[config.mk]
export PLATFORM = sky130hd
export DESIGN_NAME = i2c_tgt_top
export DESIGN_NICKNAME = d
export VERILOG_FILES = /design/src/rtl/i2c_tgt_pkg.sv /design/src/rtl/i2c_tgt_filt.sv /design/src/rtl/i2c_tgt_wdog.sv /design/src/rtl/i2c_tgt_fsm.sv /design/src/rtl/i2c_tgt_top.sv
export SDC_FILE = /design/constraint.sdc
export NUM_CORES = 1
export LEC_CHECK = 0
export ABC_AREA = 0
export BUFFER_PORTS_ARGS = -buffer_cell sky130_fd_sc_hd__buf_2
export CORE_MARGIN = 2
export CORE_UTILIZATION = 49
export DETAILED_ROUTE_END_ITERATION = 7
export HOLD_SLACK_MARGIN = 0.05
export PLACE_DENSITY = 0.64
export SETUP_SLACK_MARGIN = 0.15
export SLEW_MARGIN = 15
export SYNTH_ARGS = -nofsm -noshare
export SYNTH_HDL_FRONTEND = slang
export SYNTH_SLANG_ARGS = --single-unit
[constraint.sdc]
create_clock -name clk_i -period 3.3 [get_ports clk_i]
set_clock_uncertainty 0.2 [all_clocks]
set_input_delay 0 -clock clk_i [delete_from_list [all_inputs] [get_ports clk_i]]
set_output_delay 0 -clock clk_i [all_outputs]
set_load 0.02 [all_outputs]
[src/rtl/i2c_tgt_pkg.sv]
package i2c_tgt_pkg;
  localparam int BYTE_W = 8;

  typedef enum logic [2:0] {
    ST_IDLE,
    ST_ADDR,
    ST_ADDR_ACK,
    ST_WR,
    ST_WR_ACK,
    ST_RD,
    ST_RD_ACK
  } tgt_state_e;
endpackage

[src/rtl/i2c_tgt_filt.sv]
module i2c_tgt_filt #(
  parameter int FILT_LEN = 3
) (
  input  logic clk_i,
  input  logic rst_ni,
  input  logic line_i,
  output logic line_o
);
  localparam int CW = (FILT_LEN > 1) ? $clog2(FILT_LEN) : 1;

  logic          s1, s2;
  logic [CW-1:0] run;

  always_ff @(posedge clk_i or negedge rst_ni) begin
    if (!rst_ni) begin
      s1     <= 1'b1;
      s2     <= 1'b1;
      run    <= '0;
      line_o <= 1'b1;
    end else begin
      s1 <= line_i;
      s2 <= s1;
      if (s2 == line_o) begin
        run <= '0;
      end else if (run == CW'(FILT_LEN - 1)) begin
        run    <= '0;
        line_o <= s2;
      end else begin
        run <= run + 1'b1;
      end
    end
  end

  // the output only moves to a level the synchronised input has been showing
  a_r10_filt_follows: assert property (@(posedge clk_i) disable iff (!rst_ni)
    (line_o != $past(line_o)) |-> ($past(s2) == line_o));
endmodule

[src/rtl/i2c_tgt_wdog.sv]
module i2c_tgt_wdog #(
  parameter int TMO_CYCLES = 3_500_000
) (
  input  logic clk_i,
  input  logic rst_ni,
  input  logic scl_i,
  output logic tmo_o
);
  localparam int CW = $clog2(TMO_CYCLES + 1);

  logic [CW-1:0] cnt;

  always_ff @(posedge clk_i or negedge rst_ni) begin
    if (!rst_ni)                      cnt <= '0;
    else if (scl_i)                   cnt <= '0;
    else if (cnt != CW'(TMO_CYCLES))  cnt <= cnt + 1'b1;
  end

  // fires once per low period, then the counter saturates
  assign tmo_o = !scl_i && (cnt == CW'(TMO_CYCLES - 1));

  a_r8_tmo_single: assert property (@(posedge clk_i) disable iff (!rst_ni)
    tmo_o |=> !tmo_o);
endmodule

[src/rtl/i2c_tgt_fsm.sv]
module i2c_tgt_fsm
  import i2c_tgt_pkg::*;
#(
  parameter logic [6:0] ADDR     = 7'h3A,
  parameter int         NUM_REGS = 16,
  localparam int        PW       = (NUM_REGS > 1) ? $clog2(NUM_REGS) : 1
) (
  input  logic              clk_i,
  input  logic              rst_ni,
  input  logic              scl_i,
  input  logic              sda_i,
  input  logic              tmo_i,
  output logic              sda_oe_o,
  output logic              reg_we_o,
  output logic              reg_re_o,
  output logic [PW-1:0]     reg_addr_o,
  output logic [BYTE_W-1:0] reg_wdata_o,
  input  logic [BYTE_W-1:0] reg_rdata_i
);
  tgt_state_e        state;
  logic              scl_q, sda_q;
  logic [3:0]        bit_cnt;
  logic [BYTE_W-1:0] sh, tx;
  logic [PW-1:0]     ptr, ptr_nxt;
  logic              rw_q, ptr_ld, inc_q, ack_q;
  logic              start, stop, scl_rise, scl_fall;

  assign start    = scl_i && scl_q && sda_q && !sda_i;
  assign stop     = scl_i && scl_q && !sda_q && sda_i;
  assign scl_rise = scl_i && !scl_q;
  assign scl_fall = !scl_i && scl_q;
  assign ptr_nxt  = (ptr == PW'(NUM_REGS - 1)) ? '0 : ptr + 1'b1;

  assign reg_addr_o  = ptr;
  assign reg_wdata_o = sh;

  always_ff @(posedge clk_i or negedge rst_ni) begin
    if (!rst_ni) begin
      scl_q <= 1'b1;
      sda_q <= 1'b1;
    end else begin
      scl_q <= scl_i;
      sda_q <= sda_i;
    end
  end

  always_ff @(posedge clk_i or negedge rst_ni) begin
    if (!rst_ni) begin
      state    <= ST_IDLE;
      bit_cnt  <= '0;
      sh       <= '0;
      tx       <= '0;
      ptr      <= '0;
      rw_q     <= 1'b0;
      ptr_ld   <= 1'b0;
      inc_q    <= 1'b0;
      ack_q    <= 1'b0;
      sda_oe_o <= 1'b0;
      reg_we_o <= 1'b0;
      reg_re_o <= 1'b0;
    end else begin
      reg_we_o <= 1'b0;
      reg_re_o <= 1'b0;
      if (tmo_i || stop) begin
        state    <= ST_IDLE;
        sda_oe_o <= 1'b0;
      end else if (start) begin
        state    <= ST_ADDR;
        bit_cnt  <= '0;
        sda_oe_o <= 1'b0;
      end else begin
        unique case (state)
          ST_ADDR, ST_WR: begin
            if (scl_rise) begin
              sh      <= {sh[BYTE_W-2:0], sda_i};
              bit_cnt <= bit_cnt + 1'b1;
            end else if (scl_fall && bit_cnt == 4'd8) begin
              if (state == ST_ADDR) begin
                if (sh[7:1] == ADDR) begin
                  sda_oe_o <= 1'b1;
                  rw_q     <= sh[0];
                  ptr_ld   <= !sh[0];
                  state    <= ST_ADDR_ACK;
                end else begin
                  state <= ST_IDLE;
                end
              end else begin
                sda_oe_o <= 1'b1;
                state    <= ST_WR_ACK;
                if (ptr_ld) begin
                  ptr    <= PW'(sh % NUM_REGS);
                  ptr_ld <= 1'b0;
                  inc_q  <= 1'b0;
                end else begin
                  reg_we_o <= 1'b1;
                  inc_q    <= 1'b1;
                end
              end
            end
          end
          ST_ADDR_ACK: begin
            if (scl_fall) begin
              bit_cnt <= '0;
              if (rw_q) begin
                tx       <= reg_rdata_i;
                reg_re_o <= 1'b1;
                sda_oe_o <= !reg_rdata_i[7];
                state    <= ST_RD;
              end else begin
                sda_oe_o <= 1'b0;
                state    <= ST_WR;
              end
            end
          end
          ST_WR_ACK: begin
            if (scl_fall) begin
              sda_oe_o <= 1'b0;
              bit_cnt  <= '0;
              state    <= ST_WR;
              if (inc_q) ptr <= ptr_nxt;
              inc_q <= 1'b0;
            end
          end
          ST_RD: begin
            if (scl_fall) begin
              if (bit_cnt == 4'd7) begin
                sda_oe_o <= 1'b0;
                ptr      <= ptr_nxt;
                state    <= ST_RD_ACK;
              end else begin
                tx       <= {tx[BYTE_W-2:0], 1'b0};
                sda_oe_o <= !tx[6];
                bit_cnt  <= bit_cnt + 1'b1;
              end
            end
          end
          ST_RD_ACK: begin
            if (scl_rise) begin
              ack_q <= !sda_i;
            end else if (scl_fall) begin
              if (ack_q) begin
                tx       <= reg_rdata_i;
                reg_re_o <= 1'b1;
                sda_oe_o <= !reg_rdata_i[7];
                bit_cnt  <= '0;
                state    <= ST_RD;
              end else begin
                state <= ST_IDLE;
              end
            end
          end
          default: ;
        endcase
      end
    end
  end

  a_r1_stop_release: assert property (@(posedge clk_i) disable iff (!rst_ni)
    stop |=> (state == ST_IDLE && !sda_oe_o));

  a_r2_no_ack_mismatch: assert property (@(posedge clk_i) disable iff (!rst_ni)
    (state == ST_ADDR && scl_fall && bit_cnt == 4'd8 && sh[7:1] != ADDR && !tmo_i)
    |=> !sda_oe_o);

  a_r4_we_single: assert property (@(posedge clk_i) disable iff (!rst_ni)
    reg_we_o |=> !reg_we_o);

  a_r6_nack_release: assert property (@(posedge clk_i) disable iff (!rst_ni)
    (state == ST_RD_ACK && scl_fall && !ack_q && !tmo_i)
    |=> (state == ST_IDLE && !sda_oe_o));

  a_r8_tmo_idle: assert property (@(posedge clk_i) disable iff (!rst_ni)
    tmo_i |=> (state == ST_IDLE && !sda_oe_o));

  a_r9_sda_hold_high: assert property (@(posedge clk_i) disable iff (!rst_ni)
    (scl_i && scl_q && !start && !stop && !tmo_i) |=> $stable(sda_oe_o));
endmodule

[src/rtl/i2c_tgt_top.sv]
module i2c_tgt_top
  import i2c_tgt_pkg::*;
#(
  parameter logic [6:0] ADDR       = 7'h3A,
  parameter int         NUM_REGS   = 16,
  parameter int         FILT_LEN   = 3,
  parameter int         TMO_CYCLES = 3_500_000,
  localparam int        PW         = (NUM_REGS > 1) ? $clog2(NUM_REGS) : 1
) (
  input  logic              clk_i,
  input  logic              rst_ni,
  input  logic              scl_i,
  input  logic              sda_i,
  output logic              sda_oe_o,
  output logic              reg_we_o,
  output logic              reg_re_o,
  output logic [PW-1:0]     reg_addr_o,
  output logic [BYTE_W-1:0] reg_wdata_o,
  input  logic [BYTE_W-1:0] reg_rdata_i
);
  logic [1:0] raw, filt;
  logic       tmo;

  assign raw = {scl_i, sda_i};

  for (genvar g = 0; g < 2; g++) begin : g_line
    i2c_tgt_filt #(.FILT_LEN(FILT_LEN)) u_filt (
      .clk_i  (clk_i),
      .rst_ni (rst_ni),
      .line_i (raw[g]),
      .line_o (filt[g])
    );
  end

  i2c_tgt_wdog #(.TMO_CYCLES(TMO_CYCLES)) u_wdog (
    .clk_i  (clk_i),
    .rst_ni (rst_ni),
    .scl_i  (filt[1]),
    .tmo_o  (tmo)
  );

  i2c_tgt_fsm #(.ADDR(ADDR), .NUM_REGS(NUM_REGS)) u_fsm (
    .clk_i       (clk_i),
    .rst_ni      (rst_ni),
    .scl_i       (filt[1]),
    .sda_i       (filt[0]),
    .tmo_i       (tmo),
    .sda_oe_o    (sda_oe_o),
    .reg_we_o    (reg_we_o),
    .reg_re_o    (reg_re_o),
    .reg_addr_o  (reg_addr_o),
    .reg_wdata_o (reg_wdata_o),
    .reg_rdata_i (reg_rdata_i)
  );
endmodule

==> results of run 1 <==
## sequential cells by signal, indices dropped and copies added (netlist names), 2 cells and up
signal	flops
g_line.u_filt.s2	2
g_line.u_filt.s1	2
u_wdog.cnt	22
g_line.u_filt.line_o	2
u_fsm.state	3
u_fsm.tx	7
u_fsm.reg_addr_o	4
g_line.u_filt.run	4
u_fsm.reg_wdata_o	8
u_fsm.bit_cnt	4
## per-stage QoR
step / hold WS, ns / setup slack, ns
after global routing: 0.07451 / 0.5527
after global placement: -0.09529 / 0.6817
after floorplan: -0.4956 / 0.7965
final: 0.09167 / 0.6291
after detailed placement: -0.09385 / 0.6331
after CTS: 0.07360 / 0.6249
## worst max-delay path by stage
| stage | startpoint | endpoint | slack [ns] | cells after the start |
|---|---|---|---|---|
| floorplan | u_wdog.cnt[0]$_DFFE_PN0P_ | u_fsm.tx[1]$_DFFE_PN0P_ | 0.80 | 7 |
| global placement | u_wdog.cnt[0]$_DFFE_PN0P_ | u_fsm.tx[1]$_DFFE_PN0P_ | 0.68 | 6 |
| detailed placement | u_wdog.cnt[0]$_DFFE_PN0P_ | u_fsm.tx[4]$_DFFE_PN0P_ | 0.63 | 6 |
| CTS | u_wdog.cnt[0]$_DFFE_PN0P_ | u_fsm.tx[5]$_DFFE_PN0P_ | 0.62 | 6 |
| global route | u_wdog.cnt[0]$_DFFE_PN0P_ | u_fsm.tx[1]$_DFFE_PN0P_ | 0.55 | 6 |
| finish | u_wdog.cnt[0]$_DFFE_PN0P_ | u_fsm.tx[1]$_DFFE_PN0P_ | 0.63 | 6 |
## what timing repair did
| action | 4_1_cts | 5_1_grt |
|---|---|---|
| hold buffers | 11 | 0 |
| hold endpoints to repair | 47 | 0 |
| resized for setup | 0 | 0 |
## synth_stat cells, drive strengths merged (2+ instances only)
cell type / count / area share (%)
dfrtp: 59 / 42
nor2: 33 / 3.5
mux2: 23 / 8.0
nand2: 20 / 2.1
a21oi: 16 / 2.3
nand3: 16 / 2.3
xnor2: 14 / 3.5
o21ai: 12 / 1.7
inv: 11 / 1.2
buf: 8 / 1.3
dfstp: 8 / 6.0
mux2i: 8 / 2.3
nor2b: 8 / 1.4
nor4: 8 / 1.8
nor3: 6 / 0.85
xor2: 6 / 1.5
clkbuf: 5 / 0.53
ha: 5 / 1.8
nand2b: 5 / 0.89
nand4: 5 / 0.89
or4: 5 / 1.4
a211oi: 4 / 1.2
and4: 4 / 1.1
nand3b: 4 / 1.2
nor3b: 4 / 0.85
nand4b: 3 / 0.75
or3: 3 / 0.53
a21o: 2 / 0.43
a31oi: 2 / 0.36
a32o: 2 / 0.60
and2: 2 / 0.36
and2b: 2 / 0.43
and3: 2 / 0.50
and4b: 2 / 0.57
nor4b: 2 / 0.50
o21a: 2 / 0.43
o221ai: 2 / 0.50
o22ai: 2 / 0.36
o31ai: 2 / 0.43
o41ai: 2 / 0.50
## cell type report
class | count | area share, %
Sequential cell | 67 | 41.55
Clock inverter | 6 | 2.189
Inverter | 11 | 1.017
Multi-Input combinational cell | 244 | 42.60
Clock buffer | 10 | 3.391
Timing Repair Buffer | 39 | 6.289
Tap cell | 96 | 2.959
## layer usage
metal	GRT usage, %	up-vias
met5	0	-
met4	9.780	0
met3	3.731	13
met2	28.70	50
met1	25.80	1200
li1	-	1275
## kinds of logic (layout without fill, tap and decap cells)
| group | count (synthesis) | in the layout | synth area share (%) |
|---|---|---|---|
| AOI/OAI and AO/OA | 52 | 52 | 9.734 |
| xor gates and xnor gates | 20 | 20 | 4.973 |
| adders and majority gates | 5 | 5 | 1.776 |
| buffers and inverters | 24 | 66 | 3.020 |
| DFF | 67 | 67 | 47.89 |
| muxes | 31 | 31 | 10.27 |
| and+or+nand+nor | 136 | 136 | 22.35 |
## report_power, final
part / internal, W / switching [W]
Combinational: 0.000490 / 0.000562
Sequential: 0.00105 / 0.000270
Clock: 0.000446 / 0.000330
Total: 0.00199 / 0.00116
==> reports/metrics.csv, run 1 <==
stage,metric,value,unit
setup_path,cp_max_fo,12,
sta,slew_violations,0,
drt,wl_per_cell,14.37,um
placement,gp_congestion,0.7938,
floorplanning,die_h,88.78,um
sta,rsz0062_at_grt,false,
global_route,antenna_found_initial,0,
hold_path,hold_path.startpoint,sda_i,
setup_path,path_buf_inv,0,
power_and_ir_drop,ir_drop,222.9,uV
power_and_ir_drop,leakagePower,1.801,nW
clocking,clk-insertion-delay-late,0.35,ns
setup_path,cp_data_required_time,3.34,ns
yosys,synthCells,335,
setup_path,critical_path.top_delay_family,simple AND/OR/NAND/NOR gates,
setup_path,rr_worst_depth,6,
yosys,syn_area_per_cell,10.51,sq um
setup_path,arrival,2.71,ns
finish,final_core_util,59.09,%
setup_path,path_cells,ha_1 > and4_4 > and3_4 > a32o_2 > or4_4 > mux2_4,
yosys,synth_edf_count,0,
yosys,async_reset_ff_share,100.0,%
drt,dr.pass1.iters,4,
finish,mostFrequentLayoutCell,dfrtp_1,
drt,finalWirelength,6.798,mm
clocking,cts_tree,done,
yosys,syn_nets,352,
floorplanning,top_level_ports,27,
yosys,ys_seq_area_share,47.89,%
yosys,synth_warnings,0,
drt,maxUsedRoutingLayer,met4,
setup_path,worstSetupEndpointType,flip-flop,
finish,ff_latch_area,1687,sq um
hold_path,hold_depth,2,
floorplanning,die_area,7882,sq um
floorplanning,initial_core_util,51.28,%
finish,layout.nets,389,
global_route,overflow,0,
finish,nFillCells,596,
hold_path,hold_end,g_line[0].u_filt.s1$_DFF_PN1_,
clocking,path_clk_slew,0.08,ns
drt,drtIter0Drc,115,
sta,finalHoldViolations,0,
placement,io_buffers,26,
drt,met3_length,219,um
clocking,cts_buffers,9,
placement,dp_hpwl,4.539,mm
sta,worstMarginPinSlew,0.9401,ns
clocking,htree_levels,3,
sta,max-slew-margin-rel,37.33,%
power_and_ir_drop,p_total,0.003148,W
setup_path,crit-reg2reg-launch,u_wdog.cnt[0]$_DFFE_PN0P_,
finish,final_cell_mix,"59 x dfrtp_1, 33 x nor2_1, 26 x buf_2, 20 x nand2_1",
setup_path,critPathLaunchType,flip-flop,
drt,avgViaCountPerCell,5.366,
setup_path,critical_path_class,flip-flop to flip-flop,
drt,drc,0,
clocking,cts_root_buf,clkbuf_8,
global_route,grt_max_degree,44,
finish,synthToLayoutAreaGrowth,15.24,%
yosys,syn-cell-area,3522,sq um
clocking,post_cts_buffers,0,
drt,wl_met2,3.111,mm
yosys,synth_cell_type_count,58,
finish,drive_gt1_share,22.28,%
placement,post_dp_cell_area,3722,sq um
clocking,clockBufferDepth,2,
floorplanning,floorplan.core_area,6869,sq um
sta,finalCritPeriodShare,80.94,%
drt,vias,2538,
setup_path,critPathMaxStageDelay,0.63,ns
floorplanning,die_width,88.78,um
setup_path,slowest_stage,or4_4,
floorplanning,num_rows,30,
finish,num_antenna_cells,0,
status,outcome,"finished, final reports clean",
finish,multi_input_area,1729,sq um
power_and_ir_drop,p_per_area,775.5,nW/um^2
sta,min_period,2.671,ns
sta,tns,0,ns
yosys,synth_ff_type,dfrtp_1,
run,max-cap-violations,0,
sta,setup_viol_count_final,0,
finish,fin_cells,473,
drt,final_antenna_net_count,0,
sta,fmax,0.3744,GHz
finish,fin_area,4059,sq um
setup_path,r2r_slack,0.63,ns
global_route,grt_pass1_vias,2409,
placement,dp.cells,446,
global_route,grt_use_total,18.95,%
yosys,ys_ff_latch,67,
drt,m1WireLength,3.325,mm
clocking,cts_sinks,67,
global_route,grt_pass1_wl,11.45,mm
hold_path,hold_class,input pin to flip-flop,
setup_path,worstReg2RegEnd,u_fsm.tx[1]$_DFFE_PN0P_,
(Power assumes the default switching activity.)
==> inputs of run 2 (changes only) <==
--- a/config.mk
+++ b/config.mk
@@ -5,13 +5,13 @@
 export SDC_FILE = /design/constraint.sdc
 export NUM_CORES = 1
 export LEC_CHECK = 0
-export ABC_AREA = 0
+export ABC_AREA = 1
 export BUFFER_PORTS_ARGS = -buffer_cell sky130_fd_sc_hd__buf_2
 export CORE_MARGIN = 2
 export CORE_UTILIZATION = 49
 export DETAILED_ROUTE_END_ITERATION = 7
 export HOLD_SLACK_MARGIN = 0.05
-export PLACE_DENSITY = 0.64
+export PLACE_DENSITY = 0.67
 export SETUP_SLACK_MARGIN = 0.15
 export SLEW_MARGIN = 15
 export SYNTH_ARGS = -nofsm -noshare
==> constraint.sdc (replaced) <==
create_clock -name clk_i -period 2.3 [get_ports clk_i]
set_clock_uncertainty 0.2 [all_clocks]
set_input_delay 0 -clock clk_i [delete_from_list [all_inputs] [get_ports clk_i]]
set_output_delay 0 -clock clk_i [all_outputs]
set_load 0.02 [all_outputs]
==> reports/metrics.csv, run 2 <==
stage,metric,value,unit,change
setup_path,critPathMaxStageDelay,0.65,ns,+0.02 ns
sta,finalCritPeriodShare,87.99,%,+7.1 points
placement,io_buffers,26,,unchanged
drt,wl_per_cell,12.21,um,-15%
clocking,cts_root_buf,clkbuf_8,,
clocking,htree_levels,3,,unchanged
yosys,async_reset_ff_share,100.0,%,unchanged
finish,layout.nets,531,,+37%
placement,post_dp_cell_area,3856,sq um,+3.6%
floorplanning,die_area,8008,sq um,+1.6%
power_and_ir_drop,leakagePower,2.078,nW,+15%
hold_path,hold_class,input pin to flip-flop,,
yosys,syn_area_per_cell,7.701,sq um,-27%
yosys,synth_cell_type_count,40,,-31%
run,max-cap-violations,0,,unchanged
yosys,syn-cell-area,3581,sq um,+1.7%
global_route,antenna_found_initial,0,,unchanged
global_route,overflow,0,,unchanged
floorplanning,die_width,89.49,um,+0.79%
power_and_ir_drop,p_sw_share,43.87,%,+6.9 points
setup_path,path_cells,inv_2 > nand3_1 > nor2_1 > nand2_1 > nand3_2 > buf_4 > nor2_2 > nand2_1 > nand2_1,,
global_route,grt_pass1_vias,2905,,+21%
power_and_ir_drop,p_comb_share,44.4,%,+11 points
finish,fin_cells,618,,+31%
global_route,grt_use_total,20.64,%,+1.7 points
clocking,clockBufferDepth,2,,unchanged
sta,finalHoldViolations,0,,unchanged
placement,gp_congestion,0.9842,,+24%
status,outcome,"finished, final reports clean",,
yosys,ys_ff_latch,67,,unchanged
setup_path,arrival,2.11,ns,-0.60 ns
setup_path,cp_common_cell,nand2_1,,
yosys,yosysMostFrequentCell,nand2_1,,
global_route,grt_pass1_wl,12.81,mm,+12%
clocking,cts_tree,done,,
power_and_ir_drop,clockPowerShare,18.2,%,-6.4 points
yosys,ys_seq_area_share,47.10,%,-0.79 points
setup_path,critical_path_class,flip-flop to flip-flop,,
drt,avgViaCountPerCell,5.065,,-5.6%
global_route,grt_max_degree,68,,+55%
sta,rsz0062_at_grt,false,,
clocking,cts_buffers,9,,unchanged
sta,max-slew-margin-rel,75.80,%,+38 points
clocking,cts_sinks,67,,unchanged
finish,largest_reg_flops,22,,unchanged
yosys,yosys-top-cells-area,"dfrtp_1 41%, nand2_1 11%, nor2_1 6.4%",,
power_and_ir_drop,ir_drop,549.1,uV,+150%
setup_path,cp_data_required_time,2.39,ns,-0.95 ns
sta,slew_violations,0,,unchanged
power_and_ir_drop,p_int,0.002743,W,+38%
finish,synthToLayoutAreaGrowth,16.81,%,
yosys,synthCells,465,,+39%
floorplanning,top_level_ports,27,,unchanged
floorplanning,die_h,89.49,um,+0.79%
floorplanning,floorplan.core_area,7176,sq um,+4.5%
finish,final_core_util,58.29,%,-0.80 points
finish,drive_gt1_share,16.96,%,-5.3 points
yosys,synth_warnings,0,,unchanged
floorplanning,initial_core_util,49.90,%,-1.4 points
setup_path,worstSetupEndpointType,flip-flop,,
drt,final_antenna_net_count,0,,unchanged
yosys,synth_edf_count,0,,unchanged
placement,dp_hpwl,5.288,mm,+16%
setup_path,cp_max_fo,9,,-3
finish,final_cell_mix,"101 x nand2_1, 60 x nor2_1, 59 x dfrtp_1, 57 x inv_1, 36 x o21ai_0",,
sta,fmax,0.4941,GHz,+32%
sta,setup_viol_count_final,0,,unchanged
floorplanning,num_rows,31,,+3.3%
setup_path,slowest_stage,dfstp_2,,
finish,mostFrequentLayoutCell,nand2_1,,
yosys,synth_ff_type,dfrtp_1,,
yosys,yosys.area.top_type_share,41.23,%,-0.69 points
power_and_ir_drop,p_sw,0.002143,W,+84%
drt,drtIter0Drc,338,,+190%
yosys,synthTopCellsByCount,"101 x nand2_1, 61 x nor2_1, 59 x dfrtp_1",,
drt,finalWirelength,7.548,mm,+11%
power_and_ir_drop,p_seq_share,37.4,%,-4.6 points
drt,dr.pass1.iters,5,,+1
power_and_ir_drop,p_per_area,1168,nW/um^2,+51%
finish,top_register,u_wdog.cnt,,
placement,dp.cells,589,,+32%
sta,tns,0,ns,unchanged
sta,min_period,2.024,ns,-0.6471 ns
yosys,yosysTopAreaCell,dfrtp_1,,
yosys,syn_nets,482,,+37%
clocking,clk-insertion-delay-late,0.34,ns,about the same
drt,drc,0,,unchanged
drt,vias,3130,,+23%
sta,worstMarginPinSlew,0.3630,ns,-0.5771 ns
finish,fin_area,4183,sq um,+3.1%
setup_path,critPathLaunchType,flip-flop,,
clocking,path_clk_slew,0.07,ns,about the same
finish,num_antenna_cells,0,,unchanged
run 2: cell types whose count changed in the layout (fill, tap and decap cells not counted), moves of 7 or more:
cell / change
nor2b_1: -8
nor2_1: +27
inv_2: +7
o21ai_0: +24
nand2_1: +81
mux2i_1: -8
o21ai_1: +16
xnor2_1: -10
nand3_1: +16
mux2_2: -16
inv_1: +46
run 2: power by group through the flow:
stage	combinational [W]	clock (W)	sequential (W)
6_report	0.00217	0.000891	0.00183
5_1_grt	0.00249	0.000963	0.00187
4_1_cts	0.00209	0.000917	0.00182
3_5_place_dp	0.00207	0	0.00184
3_3_place_gp	0.00204	0	0.00183
2_1_floorplan	0.00151	0	0.00186
run 2: path summary, 6_finish.rpt:
kind                       slack, ns  cells after the start                                 from                              end
setup / recovery                0.28                      9  g_line[1].u_filt.line_o$_DFFE_PN1P_  u_fsm.reg_addr_o[3]$_DFFE_PN0P_
hold / removal                  0.10                      2                                scl_i    g_line[1].u_filt.s1$_DFF_PN1_
setup reg to reg                0.28                      9  g_line[1].u_filt.line_o$_DFFE_PN1P_  u_fsm.reg_addr_o[3]$_DFFE_PN0P_
hold reg to reg                 0.16                      0        g_line[1].u_filt.s1$_DFF_PN1_    g_line[1].u_filt.s2$_DFF_PN1_
max in group asynchronous       0.98                      4                               rst_ni    g_line[0].u_filt.s1$_DFF_PN1_
min in group asynchronous       0.56                      4                               rst_ni        u_wdog.cnt[7]$_DFFE_PN0P_
run 2: critical path, delay by kind of cell, from the launching register on:
kind | cells | cell delay [ns]
and+or+nand+nor | 7 | 0.75
buffers and inverters | 2 | 0.36
DFF | 1 | 0.65
run 2: cells by family (layout without fill, tap and decap cells):
group | after synthesis | count (layout) | share of synthesized area (%)
xor+xnor | 8 | 8 | 1.956
fa+ha+maj | 5 | 5 | 1.747
simple gates | 235 | 235 | 29.46
flops | 67 | 67 | 47.10
buf+inv | 73 | 127 | 8.002
compound gates | 77 | 77 | 11.74
run 2: cell type report:
| class | instances | area (sq um) |
|---|---|---|
| timing repair buffer | 45 | 327.8 |
| clock inverter | 5 | 27.53 |
| sequential | 67 | 1687 |
| fill | 644 | 2993 |
| tap | 99 | 123.9 |
| inverter | 66 | 250.2 |
| multi-input combinational | 325 | 1615 |
| clock buffer | 11 | 151.4 |
run 2: per-stage QoR:
step,power (W),hold WS [ns],setup slack [ns]
detailed placement,0.003909,-0.1518,0.2658
CTS,0.004830,0.08810,0.2302
finish,0.004886,0.1033,0.2762
global placement,0.003870,-0.1506,0.2926
floorplan,0.003375,-0.4956,0.5199
global route,0.005325,0.1011,0.1564
run 2: metal layers:
metal | vias to the layer above | wire length, um | global-route usage (%)
met2 | 99 | 3243 | 30.24
met5 | - | 0 | 0
met3 | 13 | 469 | 5.540
met4 | 0 | 132 | 7.870
met1 | 1419 | 3703 | 29.21
li1 | 1599 | - | -
run 2: repair_timing:
item | CTS | global route
endpoints found under the hold margin | 77 | 0
hold buffers | 12 | 0
gates resized for setup | 0 | 2
buffers inserted | 0 | 1
setup endpoints to repair | 0 | 12
